**src/rtl/dadc_pkg.sv**
```systemverilog
package dadc_pkg;

  typedef enum logic [1:0] {
    M_INJ_SIM = 2'd0,
    M_REG_SIM = 2'd1,
    M_FAST_IL = 2'd2,
    M_SLOW_IL = 2'd3
  } mode_e;

  // Strobes from the scheduler to the result packer
  typedef struct packed {
    logic pairEn;   // regular simultaneous: pair samples
    logic splitEn;  // interleaved: write halves independently
    logic clrPair;  // new sequence: drop half-filled pair
  } strobe_t;

endpackage

```
**src/rtl/dadc_ctrl.sv**
```systemverilog
module dadc_ctrl
  import dadc_pkg::*;
#(
  parameter int STW          = 4,
  parameter int CHW          = 4,
  parameter int LENW         = 4,
  parameter int FAST_GAP     = 7,
  parameter int SLOW_GAP     = 14,
  parameter int SLOW_RESTART = 28
) (
  input  logic            clk,
  input  logic            rstN,
  input  logic            trigIn,
  input  logic            trigEn,
  input  logic [1:0]      modeSel,
  input  logic            contReq,
  input  logic [STW-1:0]  sampleTime,
  input  logic [LENW-1:0] lenCode,
  input  logic [CHW-1:0]  mstChan,
  input  logic [CHW-1:0]  slvChan,
  input  logic            mstDone,
  input  logic            slvDone,
  output logic            mstStart,
  output logic            slvStart,
  output logic            eocPulse,
  output logic            jeocPulse,
  output logic            busy,
  output logic            ovrFlag,
  output logic            sampleErr,
  output logic            contErr,
  output logic            clashErr,
  output strobe_t         strobes
);

  localparam int CNTW = $clog2(SLOW_RESTART + 1);
  localparam int GRPW = LENW + 1;
  localparam logic [CNTW-1:0] FAST_C    = CNTW'(FAST_GAP);
  localparam logic [CNTW-1:0] FAST_PRE  = CNTW'(FAST_GAP - 1);
  localparam logic [CNTW-1:0] SLOW_PRE  = CNTW'(SLOW_GAP - 1);
  localparam logic [CNTW-1:0] RST_C     = CNTW'(SLOW_RESTART);
  localparam logic [CNTW-1:0] RST_PRE   = CNTW'(SLOW_RESTART - 1);
  localparam logic [STW:0]    FAST_LIM  = (STW+1)'(FAST_GAP);
  localparam logic [STW:0]    SLOW_LIM  = (STW+1)'(SLOW_GAP);

  mode_e           curMode, reqMode;
  logic [CNTW-1:0] cnt, cntLim;
  logic [GRPW-1:0] mCnt, sCnt, lenTgt, nextM, nextS;
  logic            contLatch, mstSeen;
  logic            trigHit, reqSim, curSim, curFast, curSlow;
  logic            sampleBad, chanClash, accept, simDone, fastEnd, slowEnd;

  assign reqMode   = mode_e'(modeSel);
  assign trigHit   = trigIn & trigEn;
  assign reqSim    = (reqMode == M_INJ_SIM) || (reqMode == M_REG_SIM);
  assign curSim    = (curMode == M_INJ_SIM) || (curMode == M_REG_SIM);
  assign curFast   = (curMode == M_FAST_IL);
  assign curSlow   = (curMode == M_SLOW_IL);
  assign sampleBad = ((reqMode == M_FAST_IL) && ({1'b0, sampleTime} >= FAST_LIM)) ||
                     ((reqMode == M_SLOW_IL) && ({1'b0, sampleTime} >= SLOW_LIM));
  assign chanClash = reqSim && (mstChan == slvChan);
  assign accept    = trigHit && !busy && !sampleBad && !chanClash;
  assign nextM     = mCnt + GRPW'(mstDone);
  assign nextS     = sCnt + GRPW'(slvDone);
  assign simDone   = busy && curSim && (nextM >= lenTgt) && (nextS >= lenTgt);
  assign fastEnd   = busy && curFast && mstDone;
  assign slowEnd   = busy && curSlow && (cnt == RST_C) && (mstSeen || mstDone);
  assign cntLim    = curFast ? FAST_C : RST_C;

  assign strobes.pairEn  = busy && (curMode == M_REG_SIM);
  assign strobes.splitEn = busy && !curSim;
  assign strobes.clrPair = accept;

  always_ff @(posedge clk or negedge rstN) begin
    if (!rstN) begin
      curMode   <= M_INJ_SIM;
      cnt       <= '0;
      mCnt      <= '0;
      sCnt      <= '0;
      lenTgt    <= '0;
      contLatch <= 1'b0;
      mstSeen   <= 1'b0;
      busy      <= 1'b0;
      mstStart  <= 1'b0;
      slvStart  <= 1'b0;
      eocPulse  <= 1'b0;
      jeocPulse <= 1'b0;
      ovrFlag   <= 1'b0;
      sampleErr <= 1'b0;
      contErr   <= 1'b0;
      clashErr  <= 1'b0;
    end else begin
      mstStart  <= 1'b0;
      slvStart  <= 1'b0;
      eocPulse  <= 1'b0;
      jeocPulse <= 1'b0;
      if (trigHit && busy)               ovrFlag   <= 1'b1;
      if (trigHit && !busy && sampleBad) sampleErr <= 1'b1;
      if (trigHit && !busy && chanClash) clashErr  <= 1'b1;
      if (accept) begin
        busy      <= 1'b1;
        curMode   <= reqMode;
        cnt       <= '0;
        mCnt      <= '0;
        sCnt      <= '0;
        mstSeen   <= 1'b0;
        contLatch <= contReq && (reqMode == M_FAST_IL);
        if (contReq && (reqMode == M_SLOW_IL)) contErr <= 1'b1;
        lenTgt    <= (reqMode == M_INJ_SIM) ? GRPW'(lenCode[1:0]) + GRPW'(1)
                                            : GRPW'(lenCode) + GRPW'(1);
        slvStart  <= 1'b1;
        mstStart  <= reqSim;
      end else if (busy) begin
        if (curSim) begin
          mCnt <= nextM;
          sCnt <= nextS;
          if (simDone) begin
            busy <= 1'b0;
            if (curMode == M_REG_SIM) eocPulse  <= 1'b1;
            else                      jeocPulse <= 1'b1;
          end
        end else begin
          if (cnt < cntLim) cnt <= cnt + CNTW'(1);
          if (curFast && cnt == FAST_PRE) mstStart <= 1'b1;
          if (curSlow && cnt == SLOW_PRE) mstStart <= 1'b1;
          if (curSlow && cnt == RST_PRE)  slvStart <= 1'b1;
          if (mstDone) begin
            eocPulse <= 1'b1;
            mstSeen  <= 1'b1;
          end
          if (fastEnd) begin
            if (contLatch && contReq) begin
              slvStart <= 1'b1;
              cnt      <= '0;
            end else begin
              busy <= 1'b0;
            end
          end
          if (slowEnd) busy <= 1'b0;
        end
      end
    end
  end

  // Independent cycle counter since the last follower start, for checking only
  logic [CNTW:0] sinceSlv;
  always_ff @(posedge clk or negedge rstN) begin
    if (!rstN)                 sinceSlv <= '1;
    else if (slvStart)         sinceSlv <= (CNTW+1)'(1);
    else if (sinceSlv != '1)   sinceSlv <= sinceSlv + (CNTW+1)'(1);
  end


  sim_pair_start_chk: assert property (@(posedge clk) disable iff (!rstN)
    (mstStart && curSim) |-> slvStart);


  fast_gap_chk: assert property (@(posedge clk) disable iff (!rstN)
    (mstStart && curFast) |-> (sinceSlv == (CNTW+1)'(FAST_GAP)));


  slow_gap_chk: assert property (@(posedge clk) disable iff (!rstN)
    (mstStart && curSlow) |-> (sinceSlv == (CNTW+1)'(SLOW_GAP)));


  overrun_flag_chk: assert property (@(posedge clk) disable iff (!rstN)
    (busy && trigIn && trigEn) |=> ovrFlag);


  sample_reject_chk: assert property (@(posedge clk) disable iff (!rstN)
    (!busy && trigIn && trigEn && sampleBad) |=> (!slvStart && sampleErr));


  end_in_sequence_chk: assert property (@(posedge clk) disable iff (!rstN)
    (eocPulse || jeocPulse) |-> $past(busy));

endmodule

```
**src/rtl/dadc_data.sv**
```systemverilog
module dadc_data
  import dadc_pkg::*;
#(
  parameter int DW = 16
) (
  input  logic          clk,
  input  logic          rstN,
  input  strobe_t       strobes,
  input  logic          mstDone,
  input  logic          slvDone,
  input  logic [DW-1:0] mstData,
  input  logic [DW-1:0] slvData,
  output logic [2*DW-1:0] resultWord
);

  logic [DW-1:0] mHold, sHold, mCur, sCur;
  logic          mValid, sValid, haveM, haveS;

  assign haveM = mValid | mstDone;
  assign haveS = sValid | slvDone;
  assign mCur  = mstDone ? mstData : mHold;
  assign sCur  = slvDone ? slvData : sHold;

  always_ff @(posedge clk or negedge rstN) begin
    if (!rstN) begin
      mHold      <= '0;
      sHold      <= '0;
      mValid     <= 1'b0;
      sValid     <= 1'b0;
      resultWord <= '0;
    end else if (strobes.clrPair) begin
      mValid <= 1'b0;
      sValid <= 1'b0;
    end else if (strobes.pairEn) begin
      if (haveM && haveS) begin
        resultWord <= {sCur, mCur};
        mValid     <= 1'b0;
        sValid     <= 1'b0;
      end else begin
        if (mstDone) begin
          mHold  <= mstData;
          mValid <= 1'b1;
        end
        if (slvDone) begin
          sHold  <= slvData;
          sValid <= 1'b1;
        end
      end
    end else if (strobes.splitEn) begin
      if (mstDone) resultWord[DW-1:0]    <= mstData;
      if (slvDone) resultWord[2*DW-1:DW] <= slvData;
    end
  end


  word_hold_chk: assert property (@(posedge clk) disable iff (!rstN)
    (!strobes.pairEn && !strobes.splitEn) |=> $stable(resultWord));


  pair_write_chk: assert property (@(posedge clk) disable iff (!rstN)
    (strobes.pairEn && !strobes.clrPair && mstDone && slvDone && !mValid && !sValid)
      |=> (resultWord == {$past(slvData), $past(mstData)}));


  split_low_chk: assert property (@(posedge clk) disable iff (!rstN)
    (strobes.splitEn && !strobes.clrPair && mstDone) |=> (resultWord[DW-1:0] == $past(mstData)));

endmodule

```
**src/rtl/dual_adc_sched.sv**
```systemverilog
module dual_adc_sched
  import dadc_pkg::*;
#(
  parameter int DW           = 16,
  parameter int STW          = 4,
  parameter int CHW          = 4,
  parameter int LENW         = 4,
  parameter int FAST_GAP     = 7,
  parameter int SLOW_GAP     = 14,
  parameter int SLOW_RESTART = 28
) (
  input  logic            clk,
  input  logic            rstN,
  input  logic            trigIn,
  input  logic            trigEn,
  input  logic [1:0]      modeSel,
  input  logic            contReq,
  input  logic [STW-1:0]  sampleTime,
  input  logic [LENW-1:0] lenCode,
  input  logic [CHW-1:0]  mstChan,
  input  logic [CHW-1:0]  slvChan,
  input  logic            mstDone,
  input  logic            slvDone,
  input  logic [DW-1:0]   mstData,
  input  logic [DW-1:0]   slvData,
  output logic            mstStart,
  output logic            slvStart,
  output logic            eocPulse,
  output logic            jeocPulse,
  output logic [2*DW-1:0] resultWord,
  output logic            busy,
  output logic            ovrFlag,
  output logic            sampleErr,
  output logic            contErr,
  output logic            clashErr
);

  strobe_t strobes;

  dadc_ctrl #(
    .STW(STW), .CHW(CHW), .LENW(LENW),
    .FAST_GAP(FAST_GAP), .SLOW_GAP(SLOW_GAP), .SLOW_RESTART(SLOW_RESTART)
  ) uCtrl (
    .clk(clk), .rstN(rstN), .trigIn(trigIn), .trigEn(trigEn),
    .modeSel(modeSel), .contReq(contReq), .sampleTime(sampleTime),
    .lenCode(lenCode), .mstChan(mstChan), .slvChan(slvChan),
    .mstDone(mstDone), .slvDone(slvDone),
    .mstStart(mstStart), .slvStart(slvStart),
    .eocPulse(eocPulse), .jeocPulse(jeocPulse), .busy(busy),
    .ovrFlag(ovrFlag), .sampleErr(sampleErr), .contErr(contErr),
    .clashErr(clashErr), .strobes(strobes)
  );

  dadc_data #(.DW(DW)) uData (
    .clk(clk), .rstN(rstN), .strobes(strobes),
    .mstDone(mstDone), .slvDone(slvDone),
    .mstData(mstData), .slvData(slvData),
    .resultWord(resultWord)
  );

endmodule

```
**config.mk**
```make
export PLATFORM = sky130hd
export DESIGN_NAME = dual_adc_sched
export DESIGN_NICKNAME = d
export VERILOG_FILES = /design/src/rtl/dadc_pkg.sv /design/src/rtl/dadc_ctrl.sv /design/src/rtl/dadc_data.sv /design/src/rtl/dual_adc_sched.sv
export SDC_FILE = /design/constraint.sdc
export NUM_CORES = 1
export LEC_CHECK = 0
export CAP_MARGIN = 10
export CORE_UTILIZATION = 44
export CTS_CLUSTER_SIZE = 10
export DETAILED_ROUTE_END_ITERATION = 7
export HOLD_SLACK_MARGIN = 0.12
export PLACE_DENSITY = 0.84
export SETUP_SLACK_MARGIN = 0.2
export SLEW_MARGIN = 20
export SYNTH_ARGS = -nofsm -noshare
export SYNTH_HDL_FRONTEND = slang
export SYNTH_SLANG_ARGS = --single-unit
export TNS_END_PERCENT = 30
```
**constraint.sdc**
```tcl
create_clock -name clk -period 2 [get_ports clk]
set_clock_uncertainty 0.05 [all_clocks]
set_input_delay 0.4 -clock clk [delete_from_list [all_inputs] [get_ports clk]]
set_output_delay 0.4 -clock clk [all_outputs]
set_load 0.05 [all_outputs]
```
==> results.json, run 1 <==
{
  "status": "complete, but fails checks",
  "violations": "setup timing",
  "fin_crit_sh": 1.115,
  "postSynth.asyncResetShare": 1.000,
  "final_common_cell": "dfrtp_1",
  "dr.pass1.iters": 4,
  "cp_max_fo": 6,
  "grt_pass1_vias": 3942,
  "nFillCells": 832,
  "worst_setup_path_start_kind": "flop",
  "htree_levels": 3,
  "placed_area_um2": 6297,
  "start_util": 0.4589,
  "p_sw_mw": 4.147,
  "dp_hpwl_mm": 7.674,
  "timing_worst_slew_pin_value_ps": 511.7,
  "critPathLaunch": "uCtrl.curMode[0]",
  "ys_seq_area_frac": 0.5160,
  "die_x_um": 106.5,
  "syn_inst": 435,
  "clock_sinks": 99,
  "p_sw_frac": 0.4322,
  "fp.dieH_um": 106.5,
  "drt_iter0_drc": 125,
  "synth_ff_type": "dfrtp_1",
  "leakage_nw": 2.972,
  "port_buffers": 97,
  "clk_path_buf_depth": 2,
  "drt_drc_violations_left": 0,
  "layout-drive-gt1-share": 0.2357,
  "row_count": 37,
  "synth_edf_count": 0,
  "routed_wl_mm": 10.89,
  "routed_via_density": 5.230,
  "syn-num-nets": 514,
  "crit_buf_inv": 2,
  "p_int_mw": 5.448,
  "ir_drop_mv": 0.8956,
  "r2r-end": "uCtrl.cnt[4]",
  "grt-ovfl-total": 0,
  "routedWlPerCell_um": 15.27,
  "grt_max_degree": 48,
  "required_ps": 2220,
  "period_needed_ps": 2230,
  "grt_use_total": 0.2009,
  "min_to": "uCtrl.clashErr",
  "multi_input_area_um2": 2420,
  "cts-root-buf": "clkbuf_8",
  "ant_nets": 0,
  "cts_buffers": 9,
  "final_cell_mix": "dfrtp_1 (98), clkdlybuf4s50_1 (53), buf_4 (42)",
  "regArea_um2": 2479,
  "clock.fmax_ghz": 0.4484,
  "max_stage_delay_ps": 520,
  "power_density_nw_per_um2": 1429,
  "cp_slowest_cell": "or4b_1",
  "reg2reg_from": "uCtrl.curMode[0]",
  "ys.warnings.count": 0,
  "crit_path_cell_trace": "inv_4 > nand2_4 > inv_4 > ha_4 > and4_1 > a211oi_2 > nand2_2 > or4b_1 > a21oi_2",
  "syn_avg_cell_area_um2": 11.04,
  "slew_headroom": 0.6602,
  "setup_viol": 7,
  "vias": 3729,
  "critPathKind": "flop to flop",
  "total_power_mw": 9.595,
  "seqPwrFrac": 0.358,
  "rsz0062_at_grt": "true",
  "finalWeightedCongestion": 0.8341,
  "finalSetupTns_ps": -801.5,
  "antenna_found_initial": 0,
  "num-nets-final": 651,
  "hp-start": "uCtrl.clashErr",
  "holdWs_ps": 425.3,
  "crit_top_cell": "inv_4",
  "diodes": 0,
  "pwr-share-comb": 0.501,
  "pwr-share-clk": 0.141,
  "netlist_area_um2": 4801,
  "synthToLayoutAreaGrowth_pct": 39.90,
  "clk_pin_slew_worst_paths_ps": 100,
  "synth.distinct_cells": 46,
  "critPathCaptureType": "flop",
  "coreArea_um2": 10460,
  "maxCapViolCount": 0,
  "maxSlewViolCount": 0,
  "grt_pass1_wl_mm": 18.18,
  "min_path_cells": 1,
  "hold_viol": 0,
  "io_pins": 98,
  "cts_tree": "yes",
  "final_cell_area_um2": 6716,
  "setup_slack_ps": -230.1,
  "hp-class": "flop to flop",
  "cp.arrival_ps": 2450,
  "yosys_register_bits": 99,
  "clock_latency_ps": 360,
  "ff2ff_setup_slack_ps": -230,
  "cp_top_family": "simple AND/OR/NAND/NOR gates",
  "die-area_um2": 11330,
  "rr_worst_depth": 9
}
## sequential cells by signal (all words and copies together) (netlist names)
signal and count:
uCtrl.ovrFlag 1, uData.sValid 1, uCtrl.mCnt 5, uCtrl.cnt 5
uData.mHold 16, uData.resultWord 32, uCtrl.busy 1, uCtrl.eocPulse 1
uCtrl.mstStart 1, uData.mValid 1, uCtrl.lenTgt 5, uCtrl.sampleErr 1
uCtrl.mstSeen 1, uCtrl.jeocPulse 1, uCtrl.contErr 1, uCtrl.contLatch 1
uCtrl.clashErr 1, uData.sHold 16, uCtrl.slvStart 1, uCtrl.curMode 2
uCtrl.sCnt 5
## worst max path at each step
stage	endpoint	slack (ps)	cells after the start
finish	uCtrl.cnt[4]	-230	9
global route	uCtrl.cnt[4]	-280	9
CTS	uCtrl.cnt[4]	-180	9
detailed placement	uCtrl.busy	-650	10
global placement	uCtrl.busy	-590	10
floorplan	uCtrl.cnt[4]	-130	10
## layer usage
| metal | track usage | wire length, um |
|---|---|---|
| met3 | 0.03311 | 334 |
| met4 | 0.04892 | 113 |
| met5 | 0 | 0 |
| met1 | 0.2473 | 4746 |
| met2 | 0.3660 | 5696 |
## per-stage QoR
| step | setup WS [ps] | utilization | instances |
|---|---|---|---|
| finish | -230.1 | 0.6420 | 713 |
| global route | -284.7 | 0.6420 | 713 |
| CTS | -180.7 | 0.6257 | 708 |
| detailed placement | -648.4 | 0.6019 | 688 |
| global placement | -588.2 | 0.6019 | 688 |
| floorplan | -130.0 | - | 435 |
## power groups by stage
stage | Combinational [mW] | Sequential, mW | Clock, mW
after floorplan | 1.88 | 4.59 | 0
after global routing | 5.21 | 3.53 | 1.47
final | 4.81 | 3.44 | 1.35
after CTS | 4.58 | 3.41 | 1.38
after detailed placement | 4.73 | 3.45 | 0
after global placement | 4.54 | 3.39 | 0
## synthesized netlist by cell type (all sizes together) (8+ instances only)
cell,instances,area (um2)
a21oi,33,165.2
buf,11,62.55
clkbuf,8,30.03
dfrtp,99,2477
ha,22,275.3
inv,16,60.06
mux2,36,405.4
mux2i,36,360.4
nand2,35,133.9
nand3,17,85.08
nor2,37,143.9
o21ai,26,130.1
xnor2,10,87.58
xor2,8,70.07
## final cells by class
| cell class | instances | share of cell area |
|---|---|---|
| flip-flops and latches | 99 | 0.3690 |
| multi-input cells | 301 | 0.3603 |
| repair buffers | 145 | 0.2042 |
| well taps | 136 | 0.02534 |
| clock buffers | 10 | 0.01900 |
| clock inverters | 6 | 0.01248 |
| inverters | 16 | 0.009687 |
## cells by family after synthesis
logic type               synth area share
AND/OR/NAND/NOR                    0.1105
AO/OA/AOI/OAI                     0.09200
buffers and inverters             0.03179
flip-flops                         0.5160
adder cells (fa/ha/maj)           0.05734
multiplexers                       0.1595
XOR/XNOR                          0.03284
## what timing repair did
item,CTS,global route
resized for setup,47,37
cloned,0,0
hold buffers,1,0
endpoints found under the hold margin,24,0
endpoints found under the setup margin,94,83
pin swaps,15,11
setup buffers,3,5
No activity file was read; power rests on OpenSTA's default activity.
==> run 2, diff against run 1 <==
TNS_END_PERCENT = 5   (was 30)
==> results.json, run 2 (synthesis results as in run 1) <==
{
  "synthToLayoutAreaGrowth_pct": 36.41,
  "status": "complete, but fails checks",
  "grt-ovfl-total": 0,
  "ant_nets": 0,
  "dr.pass1.iters": 4,
  "htree_levels": 3,
  "regArea_um2": 2479,
  "final_common_cell": "dfrtp_1",
  "grt_max_degree": 49,
  "crit_path_cell_trace": "ha_2 > ha_4 > xor2_1 > ha_1 > nand2_2 > o21ai_2 > nand3_1 > a22o_1 > a221o_1",
  "grt_pass1_wl_mm": 18.06,
  "worst_setup_path_start_kind": "flop",
  "maxSlewViolCount": 0,
  "clock_latency_ps": 360,
  "dpl.cell_count": 685,
  "routed_wl_mm": 10.65,
  "clock_sinks": 99,
  "cts_tree": "yes",
  "antenna_found_initial": 0,
  "power_density_nw_per_um2": 1413,
  "max_stage_delay_ps": 400,
  "cts-root-buf": "clkbuf_8",
  "rr_worst_depth": 9,
  "critPathCaptureType": "flop",
  "cp_max_fo": 3,
  "rsz0062_at_grt": "true",
  "drt_iter0_drc": 159,
  "slew_headroom": 0.6304,
  "final_cells": 708,
  "clk_pin_slew_worst_paths_ps": 100,
  "dp_hpwl_mm": 7.549,
  "min_path_cells": 1,
  "total_power_mw": 9.252,
  "num-nets-final": 647,
  "hp-start": "uCtrl.ovrFlag",
  "r2r-end": "uCtrl.busy",
  "maxCapViolCount": 0,
  "io_pins": 98,
  "coreArea_um2": 10460,
  "ir_drop_mv": 0.8623,
  "setup_viol": 8,
  "required_ps": 2190,
  "hp-class": "flop to flop",
  "leakage_nw": 2.871,
  "grt_use_total": 0.1987,
  "vias": 3676,
  "ff2ff_setup_slack_ps": -220,
  "fp.dieH_um": 106.5,
  "cp.arrival_ps": 2410,
  "start_util": 0.4589,
  "diodes": 0,
  "violations": "setup timing",
  "top_register": "uData.resultWord",
  "fin_crit_sh": 1.112,
  "clk_path_buf_depth": 2,
  "timing_worst_slew_pin_value_ps": 552.4,
  "row_count": 37,
  "die-area_um2": 11330,
  "period_needed_ps": 2223,
  "reg.largest.list": "uData.resultWord (32), uData.mHold (16), uData.sHold (16)",
  "reg2reg_from": "uCtrl.sCnt[0]",
  "utilization": 0.6259,
  "routed_via_density": 5.192,
  "layout-drive-gt1-share": 0.2360,
  "clock.fmax_ghz": 0.4498,
  "setup_slack_ps": -223.2,
  "min_to": "uCtrl.ovrFlag",
  "port_buffers": 97,
  "hold_viol": 0,
  "drt_drc_violations_left": 0,
  "multi_input_area_um2": 2322,
  "cp_slowest_cell": "dfrtp_1",
  "grt_pass1_vias": 3921,
  "die_x_um": 106.5,
  "finalWeightedCongestion": 0.8464,
  "critPathKind": "flop to flop",
  "largest_register_ffs": 32,
  "cts_buffers": 9,
  "final_cell_mix": "dfrtp_1 (98), clkdlybuf4s50_1 (52), dlygate4sd2_1 (39), buf_4 (39), mux2_2 (36)",
  "routedWlPerCell_um": 15.05,
  "nFillCells": 855
}
run 2: cell types whose count changed in the layout (fill, tap and decap cells not counted), sizes merged:
cell,change
buf,-4
clkinvlp,+3
clkinv,-2
bufinv,-1
clkbuf,-1
clkdlybuf4s50,-1
dlymetal6s2s,+1
run 2: what timing repair did:
action,4_1_cts,5_1_grt
setup buffers,6,1
pin swaps,12,22
hold buffers,1,0
setup endpoints to repair,81,69
gates resized for setup,56,31
hold endpoints to repair,23,0
run 2: worst max-delay path by stage:
stage                     start            to  slack (ps)  depth (start not counted)
2_1_floorplan  uCtrl.curMode[0]  uCtrl.cnt[4]        -170                         10
3_3_place_gp            slvDone    uCtrl.busy        -710                         10
3_5_place_dp            mstDone    uCtrl.busy        -770                         10
4_1_cts           uCtrl.sCnt[0]    uCtrl.busy        -180                          9
5_1_grt           uCtrl.sCnt[0]    uCtrl.busy        -280                          9
6_report          uCtrl.sCnt[0]    uCtrl.busy        -220                          9
run 2: power by group:
group | internal, mW | switching [mW] | total [mW]
Sequential | 2.88 | 0.513 | 3.39
Clock | 0.461 | 0.714 | 1.17
Combinational | 1.84 | 2.85 | 4.69
Total | 5.18 | 4.08 | 9.25
run 2: worst max-delay path: cells and delay by family, from the launching register on:
family                     cells  cell delay [ps]
AOI/OAI and AO/OA              3              660
xor gates and xnor gates       1              140
adders and majority gates      3              690
DFF                            1              400
and+or+nand+nor                2              160
run 2: per-stage QoR:
step / setup TNS [ps] / setup WS, ps / instance area, um2 / hold WS, ps
2_1_floorplan: -747.6 / -173.0 / 4810 / 54.41
3_3_place_gp: -6563 / -712.3 / 6207 / 286.0
3_5_place_dp: -8799 / -766.6 / 6207 / 288.7
4_1_cts: -834.9 / -177.6 / 6460 / 426.7
5_1_grt: -1961 / -283.6 / 6549 / 451.6
6_report: -1223 / -223.2 / 6549 / 423.9
run 2: metal layers:
metal	track usage	wire length [um]	vias to the layer above
met4	0.04892	90	0
met5	0	0	-
met2	0.3664	5824	88
li1	-	-	1791
met3	0.03985	405	11
met1	0.2355	4331	1786
run 2: layout make-up:
class / instances / area share
multi-input cells: 301 / 0.3546
clock buffers: 9 / 0.01891
repair buffers: 141 / 0.2046
well taps: 136 / 0.02598
clock inverters: 6 / 0.007833
inverters: 16 / 0.009553
flip-flops and latches: 99 / 0.3785
==> run 3, diff against run 2 <==
CELL_PAD_IN_SITES_DETAIL_PLACEMENT = 0   (was not set)
CELL_PAD_IN_SITES_GLOBAL_PLACEMENT = 2   (was not set)
CORE_UTILIZATION = 30   (was 44)
PLACE_DENSITY = 0.88   (was 0.84)
clock period = 1.9 ns   (was 2 ns; I/O delays follow)
==> results.json, run 3 (synthesis results as in run 1) <==
{
  "status": "complete, but fails checks",
  "violations": "setup timing",
  "critPathLaunch": "uCtrl.curMode[0]",
  "leakage_nw": 3.009,
  "grt_use_total": 0.1406,
  "final_cells": 794,
  "row_count": 45,
  "dpl.cell_count": 766,
  "drt_iter0_drc": 147,
  "reg2reg_from": "uCtrl.curMode[0]",
  "final_common_cell": "dfrtp_1",
  "hp-class": "input pin to async pin",
  "clock_latency_ps": 350,
  "layout-drive-gt1-share": 0.3190,
  "top_register": "uData.resultWord",
  "dr.max_layer_used": "met4",
  "max_stage_delay_ps": 530,
  "slew_headroom": 0.7135,
  "setup_viol": 40,
  "hold_viol": 0,
  "die_x_um": 128.5,
  "coreArea_um2": 15430,
  "power_density_nw_per_um2": 1551,
  "routedWlPerCell_um": 13.82,
  "reg.largest.list": "uData.resultWord (32), uData.mHold (16), uData.sHold (16)",
  "crit_buf_inv": 2,
  "critPathKind": "flop to flop",
  "critPathCaptureType": "flop",
  "grt_pass1_vias": 3862,
  "setup_slack_ps": -286.2,
  "fp.dieH_um": 128.5,
  "crit_path_cell_trace": "inv_2 > nand2_4 > inv_4 > ha_4 > and4_1 > a211oi_2 > nand2_2 > or4b_4 > a21oi_2",
  "required_ps": 2120,
  "ant_nets": 0,
  "io_pins": 98,
  "cts_buffers": 9,
  "drt_drc_violations_left": 0,
  "die-area_um2": 16510,
  "routed_via_density": 4.652,
  "fin_crit_sh": 1.151,
  "clk_path_buf_depth": 2,
  "grt_max_degree": 53,
  "vias": 3694,
  "final_cell_mix": "dfrtp_1 (98), buf_4 (80), clkdlybuf4s50_1 (51)",
  "worst_setup_path_start_kind": "flop",
  "finalSetupTns_ps": -4034,
  "clock.fmax_ghz": 0.4574,
  "pre_cts_slack_ps": -889.4,
  "maxSlewViolCount": 0,
  "cts_tree": "yes",
  "cp_top_family": "simple AND/OR/NAND/NOR gates",
  "cts-root-buf": "clkbuf_16",
  "utilization": 0.4478,
  "timing_worst_slew_pin_value_ps": 428.4,
  "dp_hpwl_mm": 7.746,
  "routed_wl_mm": 10.97,
  "drt-met1-wl_mm": 4.838,
  "rsz0062_at_grt": "true",
  "dr.pass1.iters": 4,
  "synthToLayoutAreaGrowth_pct": 43.89,
  "cp_max_fo": 6,
  "diodes": 0,
  "clock_sinks": 99,
  "port_buffers": 97,
  "met3_length_um": 354,
  "largest_register_ffs": 32,
  "grt_pass1_wl_mm": 18.35,
  "holdWs_ps": 415.0,
  "cp.arrival_ps": 2410,
  "period_needed_ps": 2186,
  "finalWeightedCongestion": 0.8031,
  "num-nets-final": 657,
  "clk_pin_slew_worst_paths_ps": 70,
  "ir_drop_mv": 0.8024,
  "grt-ovfl-total": 0,
  "cp_slowest_cell": "or4b_4",
  "wl_met2_mm": 5.663,
  "maxCapViolCount": 0,
  "htree_levels": 3,
  "antenna_found_initial": 0,
  "start_util": 0.3112
}
run 3: worst reg2reg max path, cell delays in order, from the launching register on:
cell and delay [ps]:
dfrtp_1 390, inv_2 80, nand2_4 70, inv_4 80
ha_4 190, and4_1 180, a211oi_2 270, nand2_2 130
or4b_4 530, a21oi_2 140
run 3: path summary, 6_finish.rpt:
path	endpoint	slack [ps]	cells after the start
worst max-delay path	uCtrl.cnt[4]	-290	9
worst min-delay path	uCtrl.mstStart	420	2
worst max register to register	uCtrl.cnt[4]	-290	9
worst min register to register	uCtrl.sampleErr	430	1
max in group asynchronous	uData.resultWord[26]	820	3
min in group clk	uCtrl.sampleErr	430	1
run 3: timing repair:
| action | CTS | global route |
|---|---|---|
| hold buffers | 1 | 0 |
| setup endpoints to repair | 82 | 93 |
| setup buffers | 4 | 7 |
| hold endpoints to repair | 16 | 0 |
| pin swaps | 24 | 21 |
| gates resized for setup | 44 | 37 |
run 3: per-layer routing:
layer  GRT usage  up-vias
met3     0.03326       11
li1            -     1814
met2      0.2480       63
met4     0.04291        0
met5           0        -
met1      0.1695     1806
run 3: per-stage QoR:
stage | instance area (um2) | total power [mW]
after CTS | 6733 | 10.56
after global routing | 6908 | 11.45
after detailed placement | 6269 | 8.392
after floorplan | 4810 | 6.693
after global placement | 6269 | 8.228
final | 6908 | 10.72
run 3: area by class of cell:
type / instances / area [um2]
Clock buffer: 9 / 225.2
Clock inverter: 7 / 91.34
Fill cell: 1461 / 8519
Inverter: 16 / 62.56
Multi-Input combinational cell: 301 / 2394
Sequential cell: 99 / 2479
Tap cell: 211 / 264.0
Timing Repair Buffer: 151 / 1393
run 3: where the power goes:
part | internal [mW] | switching, mW | leakage, nW | total [mW]
clock network | 1.06 | 0.866 | 0.154 | 1.93
logic | 2.18 | 3.00 | 1.65 | 5.18
registers | 3.04 | 0.568 | 1.20 | 3.60
total | 6.28 | 4.44 | 3.01 | 10.7
